==> config.mk <==
export PLATFORM = sky130hd
export DESIGN_NAME = blkmv_engine
export DESIGN_NICKNAME = d
export VERILOG_FILES = /design/src/rtl/blkmv_pkg.sv /design/src/rtl/blkmv_flags.sv /design/src/rtl/blkmv_step.sv /design/src/rtl/blkmv_engine.sv
export SDC_FILE = /design/constraint.sdc
export NUM_CORES = 1
export LEC_CHECK = 0
export ABC_AREA = 1
export BUFFER_PORTS_ARGS = -buffer_cell sky130_fd_sc_hd__buf_2
export CAP_MARGIN = 20
export CORE_MARGIN = 1.5
export CORE_UTILIZATION = 54
export CTS_CLUSTER_DIAMETER = 100
export CTS_CLUSTER_SIZE = 10
export DETAILED_ROUTE_END_ITERATION = 7
export PLACE_DENSITY = 0.9
export SLEW_MARGIN = 20
export SYNTH_ARGS = -nofsm -noshare
export SYNTH_HDL_FRONTEND = slang
export SYNTH_SLANG_ARGS = --single-unit
==> constraint.sdc <==
create_clock -name clk -period 3.6 [get_ports clk]
set_input_delay 0 -clock clk [delete_from_list [all_inputs] [get_ports clk]]
set_output_delay 0 -clock clk [all_outputs]
set_load 0.1 [all_outputs]
==> src/rtl/blkmv_pkg.sv <==
package blkmv_pkg;
    parameter int ADDR_W = 16;
    parameter int DATA_W = 8;

    localparam int FLG_S = 7;
    localparam int FLG_Z = 6;
    localparam int FLG_H = 4;
    localparam int FLG_P = 2;
    localparam int FLG_N = 1;
    localparam int FLG_C = 0;

    typedef logic [ADDR_W-1:0] word_t;
    typedef logic [DATA_W-1:0] byte_t;

    typedef enum logic [1:0] {ST_IDLE, ST_READ, ST_EXEC, ST_DONE} state_e;

    typedef struct packed {
        logic search;
        logic down;
        logic rpt;
    } opmode_t;

    function automatic word_t step_ptr(word_t p, logic down);
        return down ? p - word_t'(1) : p + word_t'(1);
    endfunction
endpackage

==> src/rtl/blkmv_flags.sv <==
module blkmv_flags import blkmv_pkg::*; (
    input  opmode_t mode,
    input  byte_t   flags_cur,
    input  byte_t   acc,
    input  byte_t   mem_byte,
    input  logic    cnt_nz,
    output byte_t   flags_nxt,
    output logic    diff_nz
);
    byte_t diff;
    byte_t hx;

    assign diff    = acc - mem_byte;
    assign hx      = acc ^ mem_byte ^ diff;
    assign diff_nz = (diff != '0);

    always_comb begin
        flags_nxt = flags_cur;
        if (!mode.search) begin
            flags_nxt[FLG_N] = 1'b0;
            flags_nxt[FLG_H] = 1'b0;
            flags_nxt[FLG_P] = 1'b0;
            if (mode.rpt) flags_nxt[FLG_N] = cnt_nz;
            else          flags_nxt[FLG_P] = cnt_nz;
        end else begin
            flags_nxt        = '0;
            flags_nxt[FLG_C] = flags_cur[FLG_C];
            flags_nxt[FLG_N] = 1'b1;
            flags_nxt[FLG_S] = diff[DATA_W-1];
            flags_nxt[FLG_Z] = ~diff_nz;
            flags_nxt[FLG_H] = hx[4];
            flags_nxt[FLG_P] = cnt_nz;
        end
    end
endmodule

==> src/rtl/blkmv_step.sv <==
module blkmv_step import blkmv_pkg::*; #(
    parameter int BUDGET_W   = 16,
    parameter int BYTE_COST  = 21,
    parameter int END_CREDIT = 5
) (
    input  opmode_t                    mode,
    input  word_t                      src,
    input  word_t                      dst,
    input  word_t                      cnt,
    input  logic signed [BUDGET_W-1:0] budget,
    input  logic                       diff_nz,
    output word_t                      src_n,
    output word_t                      dst_n,
    output word_t                      cnt_n,
    output logic                       cnt_nz,
    output logic signed [BUDGET_W-1:0] budget_n,
    output logic                       more,
    output logic                       rewind
);
    logic signed [BUDGET_W-1:0] charged;
    logic                       funds_ok;

    assign src_n   = step_ptr(src, mode.down);
    assign dst_n   = mode.search ? dst : step_ptr(dst, mode.down);
    assign cnt_n   = cnt - word_t'(1);
    assign cnt_nz  = (cnt_n != '0);
    assign charged = mode.rpt ? budget - BUDGET_W'(BYTE_COST) : budget;
    assign funds_ok = (charged > 0);

    always_comb begin
        if (!mode.rpt)
            more = 1'b0;
        else if (!mode.search)
            more = cnt_nz && funds_ok;
        else
            more = cnt_nz && diff_nz && (mode.down || funds_ok);
    end

    assign rewind   = mode.rpt && cnt_nz && (!mode.search || diff_nz);
    assign budget_n = (mode.rpt && !more && !rewind) ?
                      charged + BUDGET_W'(END_CREDIT) : charged;
endmodule

==> src/rtl/blkmv_engine.sv <==
module blkmv_engine import blkmv_pkg::*; #(
    parameter int BUDGET_W   = 16,
    parameter int BYTE_COST  = 21,
    parameter int END_CREDIT = 5
) (
    input  logic                clk,
    input  logic                rst,
    input  logic                start,
    input  logic                op_search,
    input  logic                op_down,
    input  logic                op_repeat,
    input  logic [ADDR_W-1:0]   src_in,
    input  logic [ADDR_W-1:0]   dst_in,
    input  logic [ADDR_W-1:0]   cnt_in,
    input  logic [DATA_W-1:0]   acc_in,
    input  logic [DATA_W-1:0]   flags_in,
    input  logic [BUDGET_W-1:0] budget_in,
    output logic                mem_req,
    output logic                mem_we,
    output logic [ADDR_W-1:0]   mem_addr,
    output logic [DATA_W-1:0]   mem_wdata,
    input  logic [DATA_W-1:0]   mem_rdata,
    output logic [ADDR_W-1:0]   src_out,
    output logic [ADDR_W-1:0]   dst_out,
    output logic [ADDR_W-1:0]   cnt_out,
    output logic [DATA_W-1:0]   flags_out,
    output logic [BUDGET_W-1:0] budget_out,
    output logic                pc_rewind,
    output logic                busy,
    output logic                done
);
    state_e                     state_q;
    opmode_t                    mode_q;
    word_t                      src_q, dst_q, cnt_q;
    byte_t                      acc_q, flags_q;
    logic signed [BUDGET_W-1:0] budget_q;
    logic                       rewind_q;

    word_t                      src_n, dst_n, cnt_n;
    logic signed [BUDGET_W-1:0] budget_n;
    byte_t                      flags_n;
    logic                       cnt_nz, diff_nz, more, rewind_n;
    logic                       exec_w;

    assign exec_w = (state_q == ST_EXEC);

    blkmv_flags u_flags (
        .mode      (mode_q),
        .flags_cur (flags_q),
        .acc       (acc_q),
        .mem_byte  (mem_rdata),
        .cnt_nz    (cnt_nz),
        .flags_nxt (flags_n),
        .diff_nz   (diff_nz)
    );

    blkmv_step #(
        .BUDGET_W   (BUDGET_W),
        .BYTE_COST  (BYTE_COST),
        .END_CREDIT (END_CREDIT)
    ) u_step (
        .mode     (mode_q),
        .src      (src_q),
        .dst      (dst_q),
        .cnt      (cnt_q),
        .budget   (budget_q),
        .diff_nz  (diff_nz),
        .src_n    (src_n),
        .dst_n    (dst_n),
        .cnt_n    (cnt_n),
        .cnt_nz   (cnt_nz),
        .budget_n (budget_n),
        .more     (more),
        .rewind   (rewind_n)
    );

    always_ff @(posedge clk) begin
        if (rst) begin
            state_q  <= ST_IDLE;
            mode_q   <= '0;
            src_q    <= '0;
            dst_q    <= '0;
            cnt_q    <= '0;
            acc_q    <= '0;
            flags_q  <= '0;
            budget_q <= '0;
            rewind_q <= 1'b0;
        end else begin
            case (state_q)
                ST_IDLE: if (start) begin
                    mode_q   <= '{search: op_search, down: op_down, rpt: op_repeat};
                    src_q    <= src_in;
                    dst_q    <= dst_in;
                    cnt_q    <= cnt_in;
                    acc_q    <= acc_in;
                    flags_q  <= flags_in;
                    budget_q <= budget_in;
                    rewind_q <= 1'b0;
                    state_q  <= ST_READ;
                end
                ST_READ: state_q <= ST_EXEC;
                ST_EXEC: begin
                    src_q    <= src_n;
                    dst_q    <= dst_n;
                    cnt_q    <= cnt_n;
                    flags_q  <= flags_n;
                    budget_q <= budget_n;
                    rewind_q <= rewind_n;
                    state_q  <= more ? ST_READ : ST_DONE;
                end
                default: state_q <= ST_IDLE;
            endcase
        end
    end

    assign mem_req    = (state_q == ST_READ) || (exec_w && !mode_q.search);
    assign mem_we     = exec_w && !mode_q.search;
    assign mem_addr   = exec_w ? dst_q : src_q;
    assign mem_wdata  = mem_rdata;

    assign src_out    = src_q;
    assign dst_out    = dst_q;
    assign cnt_out    = cnt_q;
    assign flags_out  = flags_q;
    assign budget_out = budget_q;
    assign pc_rewind  = rewind_q;
    assign busy       = (state_q != ST_IDLE);
    assign done       = (state_q == ST_DONE);
endmodule

==> qor.txt, run 1 <==
First-pass GRT wire length = 36490 um
Largest net degree at the start of global routing = 77
Worst clock skew = 6.393 ps
Count leader, synth = nand2_1
Final hold vios = 0
Maximum vdd drop = 0.0003668 V
Setup WS post-layout = 657.1 ps
Worst-Margin Slew = 1121 ps
Total die area = 13500 um^2
Seq cells post-synth = 86
Drt first-iter violations = 844
Adder-cell share of the synthesized area = 7.813%
DR pass1 iterations = 6
Fmax = 339.8 MHz
Fillers = 1009
Worst setup EP type = register
Vias in the first global route = 7847
Hold crit path type = primary input to register
Fin crit period = 2943 ps
Post-Syn Nets = 1223
CTS Sinks = 86
Total GRT Usage = 34.12%
Largest family of logic cells by synthesized area = simple AND/OR/NAND/NOR gates
Row count = 41
Via count = 8323
CTS H-tree depth = 3
Synth Area per Inst = 6.364 um^2
XOR/XNOR Fraction of Synth Area = 5.354%
P per Cell Area = 491.0 nW/um^2
Asr flop ratio synth = 0%
N_diodes = 0
Final nets = 1441
Synth Area in Simple Gates = 29.35%
IO buf count = 194
Clk Latency, worst-skew pair = 350 ps
IO Count = 195
Num CTS Buffers = 9
CP Class = register to register
Starting Density = 55.04%
Total grt overflow = 0
Data required, critical path = 3800 ps
Post-Synthesis Cells = 1087
Synth top area share = 24.89%
Chip Height = 116.2 um
Area grow syn2layout = 26.97%
Synth Area in Compound Gates = 22.52%
RSZ-0062 raised after global routing = no
Total negative setup slack = 0 ps
Pins Over Slew Limit = 0
Core Util, Final = 69.89%
Setup repair bufs after CTS = 0
Drt via density = 5.620
Max FO, Critical Path = 15
Status = completed
Bufs on Longest Clock Path = 2
Final Wtd Congestion = 0.9097
Post-place setup slack = 743.9 ps
Post-synthesis mux area share = 0%
CP Launch Type = register
Worst EP arrival = 3150 ps
Clock transition at path regs = 70 ps
Share of layout cells above drive strength 1 = 21.01%
Slew margin rel. = 25.18%
Number of warnings reported in the yosys synthesis log = 0
Chip width = 116.2 um
Max cap viols = 0
Number of remaining DRC errors = 0
Post-synthesis sequential area ratio = 24.89%
Routed wire length = 22910 um
Detailed Place HPWL = 15460 um
Commonest cells post-synth = 266 x nand2_1, 115 x a21oi_1, 112 x inv_1, 108 x nor2_1, 86 x dfxtp_1
Main synth FF type = dfxtp_1
Syn Std Cell Area = 6918 um^2
Core Area = 12570 um^2
Post-synth EDFFs = 0
Final period utilization = 81.75%
Synth unique cells = 48
Lkg Pwr = 4.419 nW
Reg area = 1722 um^2
Cell taking the most area after synthesis = dfxtp_1
CTS root buffer = clkbuf_16
Multi-input gate area = 4517 um^2
Avg WL per Cell = 15.47 um
Antenna violation net count after detailed routing = 0
Initial antenna violation count = 0
Top cells by area, synth = dfxtp_1 25%, nand2_1 14%, a21oi_1 8.3%
# setup viols final = 0
CTS tree = built
==> logic make-up (layout without fill, tap and decap cells) <==
| family | count (synthesis) | count (layout) |
|---|---|---|
| simple gates | 469 | 469 |
| compound gates | 277 | 277 |
| buf+inv | 175 | 397 |
| flops | 86 | 86 |
| fa+ha+maj | 42 | 42 |
| xor+xnor | 38 | 38 |
==> worst max-delay path, cell delays in order, from the launching register on <==
cell      delay (ps)
dfxtp_1          680
inv_1            250
fa_1             450
nor2_1           120
a211oi_1          70
o21ai_0          360
nand2_1           90
nand2_1          100
a21boi_0         130
o21ai_0          210
xor2_1            90
o21ai_0          160
a21oi_1           80
==> layout by cell type, fill, tap and decap left out, drive strengths merged <==
cell type / n
buf: 204
o31ai: 3
or2: 3
nor3: 8
bufinv: 1
ha: 40
xnor2: 13
clkbuf: 11
clkinvlp: 1
a221oi: 8
nand3b: 3
o211ai: 14
inv: 124
o311ai: 1
nand3: 47
nor2: 124
o21a: 3
o221ai: 5
o21bai: 8
nand2: 273
dlygate4sd3: 52
a21o: 3
clkinv: 4
a21boi: 3
and3: 1
a21oi: 118
a211oi: 3
a31oi: 3
dfxtp: 86
a22o: 1
fa: 2
nand4: 10
o21ai: 104
xor2: 25
==> where the power goes <==
part	total [mW]	internal (mW)	leakage, nW	switching [mW]
sequential	1.18	1.05	0.711	0.125
combinational	2.19	0.524	3.57	1.66
clock	0.945	0.551	0.141	0.394
total	4.31	2.13	4.42	2.18
==> registers in the layout, indices dropped and copies added (netlist names) <==
name and count:
dst_out 16, flags_out 8, state_q 2, src_out 16
acc_q 8, pc_rewind 1, cnt_out 16, mode_q 3
budget_out 16
==> final timing paths <==
path / from / to / slack (ps) / depth (start not counted)
setup / recovery: mode_q[1]$_SDFFE_PP0P_ / dst_out[12]$_SDFFE_PP0P_ / 660 / 12
hold reg to reg: flags_out[5]$_SDFFE_PP0P_ / flags_out[5]$_SDFFE_PP0P_ / 460 / 2
hold / removal: cnt_in[7] / cnt_out[7]$_SDFFE_PP0P_ / 10 / 3
setup reg to reg: mode_q[1]$_SDFFE_PP0P_ / dst_out[12]$_SDFFE_PP0P_ / 660 / 12
==> stage by stage <==
| stage | hold slack (ps) | instances | power, mW | area, um^2 |
|---|---|---|---|---|
| after detailed placement | 233.8 | 1414 | 3.291 | 7973 |
| final | 10.54 | 1481 | 4.312 | 8783 |
| after floorplan | 134.9 | 1087 | 2.892 | 6918 |
| after global placement | 228.1 | 1414 | 3.262 | 7973 |
| after CTS | 3.511 | 1481 | 4.281 | 8783 |
| after global routing | 31.51 | 1481 | 4.530 | 8783 |
==> area by class of cell <==
class | count | share of cell area (%)
Sequential cell | 86 | 19.60
Timing Repair Buffer | 256 | 17.83
Clock inverter | 4 | 0.5413
Clock buffer | 11 | 2.764
Inverter | 126 | 5.385
Tap cell | 172 | 2.450
Multi-Input combinational cell | 826 | 51.42
==> repair_timing <==
item	in CTS	in global routing
endpoints found under the hold margin	52	0
resized for setup	0	0
hold buffers	52	0
endpoints found under the setup margin	0	0
==> per-layer routing <==
metal,GRT usage [%],vias to the layer above,wire length [um],part of all wire [%]
met4,16.34,0,927,4.0
met1,40.77,3724,9090,40
li1,-,4012,-,-
met3,7.109,96,1897,8.3
met2,58.59,491,11000,48
met5,0,-,0,0
Power figures use the tool's default switching activity.
==> inputs of run 2 (changes only) <==
- CORE_UTILIZATION: 54 -> 49
- PLACE_DENSITY: 0.9 -> 0.87
- clock period: 3.6 -> 2.7 ns (I/O delays scaled with it)
==> qor.txt, run 2 (synthesized netlist as in run 1, its figures left out) <==
Final period utilization = 93.71% (+12 points)
Setup WS post-layout = 169.9 ps (-487.2 ps)
Final nets = 1452 (+0.76%)
Fmax = 395.2 MHz (+16%)
Worst EP arrival = 2810 ps (-340 ps)
Max cap viols = 0 (unchanged)
Drt first-iter violations = 708 (-16%)
Maximum vdd drop = 0.0004790 V (+31%)
Met3 wire length = 1915 um (+0.95%)
Pins Over Slew Limit = 0 (unchanged)
Number of remaining DRC errors = 0 (unchanged)
Data required, critical path = 2980 ps (-820 ps)
RSZ-0062 raised after global routing = yes
Drt via density = 5.573 (-0.84%)
Core Area = 13830 um^2 (+10%)
Worst Hold Depth = 3 (unchanged)
Row count = 43 (+4.9%)
Total die area = 14840 um^2 (+9.9%)
Vias in the first global route = 7857 (+0.13%)
Chip Height = 121.8 um (+4.9%)
Detailed Place HPWL = 15850 um (+2.5%)
Leading cell types in the layout, fill and taps excluded = 264 x nand2_1, 194 x buf_2, 114 x a21oi_1, 112 x inv_1, 101 x nor2_1
Share of layout cells above drive strength 1 = 23.47% (+2.5 points)
Clk Latency, worst-skew pair = 350 ps (about the same)
Initial antenna violation count = 2 (+2)
Starting Density = 50.03% (-5.0 points)
DR pass1 iterations = 6 (unchanged)
Via count = 8376 (+0.64%)
Post-place setup slack = 131.6 ps (-612.3 ps)
Most common cell after layout, fill and taps aside = nand2_1
Routed wire length = 23370 um (+2.0%)
Final hold vios = 0 (unchanged)
Chip width = 121.8 um (+4.9%)
Hold EP = budget_out[0]$_SDFFE_PP0P_
IO Count = 195 (unchanged)
Total power = 6.009 mW (+39%)
CTS tree = built
CTS root buffer = clkbuf_16
Largest net degree at the start of global routing = 76 (-1.3%)
IO buf count = 194 (unchanged)
RR Startpoint = mode_q[1]$_SDFFE_PP0P_
Hold crit path type = primary input to register
Slew margin rel. = 25.89% (+0.71 points)
Max FO, Critical Path = 10 (-5)
CTS H-tree depth = 3 (unchanged)
Reg area = 1742 um^2 (+1.2%)
Met1 Routed Length = 9432 um (+3.8%)
Worst-Margin Slew = 1110 ps (-10.64 ps)
Fin crit period = 2530 ps (-412.8 ps)
Total negative setup slack = 0 ps (unchanged)
Avg WL per Cell = 15.55 um (+0.49%)
CP Launch Type = register
Worst clock skew = 7.528 ps (+1.135 ps)
CP Class = register to register
Total grt overflow = 0 (unchanged)
Status = completed
Multi-input gate area = 4559 um^2 (+0.94%)
Worst setup EP type = register
Non-Filler Instances = 1503 (+1.5%)
Num CTS Buffers = 9 (unchanged)
FF-to-FF End = src_out[15]$_SDFFE_PP0P_
P per Cell Area = 666.8 nW/um^2 (+36%)
Hold_sp = budget_in[0]
Lkg Pwr = 4.513 nW (+2.1%)
R2r worst-path depth = 13 (+1)
Top Layer Used = met4
Bufs on Longest Clock Path = 2 (unchanged)
Area grow syn2layout = 30.26%
Min Hold Slack = 11.13 ps (+0.5960 ps)
Clock transition at path regs = 70 ps (about the same)
R2r setup slk = 170 ps (-490 ps)
# setup viols final = 0 (unchanged)
CTS Sinks = 86 (unchanged)
Fillers = 1161 (+15%)
Met2 wire len = 10950 um (-0.42%)
First-pass GRT wire length = 36950 um (+1.3%)
Cell total after placement = 1431 (+1.2%)
Antenna violation net count after detailed routing = 0 (unchanged)
Final Wtd Congestion = 0.9201 (+1.1%)
Total GRT Usage = 31.18% (-2.9 points)
## run 2: cell type report
cell class / instances / area share (%)
Multi-Input combinational cell: 826 / 50.60
Sequential cell: 86 / 19.33
Timing Repair Buffer: 267 / 18.47
Inverter: 126 / 5.249
Clock buffer: 12 / 2.958
Tap cell: 180 / 2.499
Clock inverter: 4 / 0.8470
Antenna cell: 2 / 0.05554
## run 2: metal layers
metal | GRT usage [%] | up-vias
li1 | - | 4030
met1 | 38.12 | 3778
met2 | 52.42 | 473
met3 | 5.150 | 95
met4 | 16.47 | 0
met5 | 0 | -
## run 2: through the flow
step | utilization, % | cell area (um^2)
finish | 65.17 | 9011
global route | 65.15 | 9009
CTS | 64.77 | 8956
detailed placement | 58.46 | 8083
global placement | 58.46 | 8083
floorplan | - | 6938
## run 2: what timing repair did
item,4_1_cts,5_1_grt
gates resized for setup,0,14
setup buffers,0,1
endpoints found under the setup margin,0,15
hold buffers,53,0
hold endpoints to repair,53,0
## run 2: worst max-delay path: stages (launching register included)
cell and delay (ps):
dfxtp_4 390, buf_4 160, buf_4 180, ha_1 350, a21oi_1 220, o21ai_0 120
a21oi_1 140, nand2_1 110, a21oi_1 140, o21bai_1 90, or2_2 280, nand3_1 70
o211ai_1 80, a21oi_1 120
## run 2: worst max-delay path by stage
stage,end,startpoint,slack (ps)
floorplan,budget_out[15]$_SDFFE_PP0P_,budget_out[2]$_SDFFE_PP0P_,10
global placement,budget_out[10]$_SDFFE_PP0P_,acc_q[2]$_SDFFE_PP0P_,250
detailed placement,src_out[12]$_SDFFE_PP0P_,mode_q[1]$_SDFFE_PP0P_,130
CTS,src_out[12]$_SDFFE_PP0P_,mode_q[1]$_SDFFE_PP0P_,90
global route,src_out[12]$_SDFFE_PP0P_,mode_q[1]$_SDFFE_PP0P_,-30
finish,src_out[15]$_SDFFE_PP0P_,mode_q[1]$_SDFFE_PP0P_,170
## run 2: report_power, final
part	leakage, nW	total (mW)	switching [mW]	internal [mW]
clock	0.165	1.46	0.568	0.891
sequential	0.715	1.58	0.166	1.41
combinational	3.63	2.97	2.25	0.724
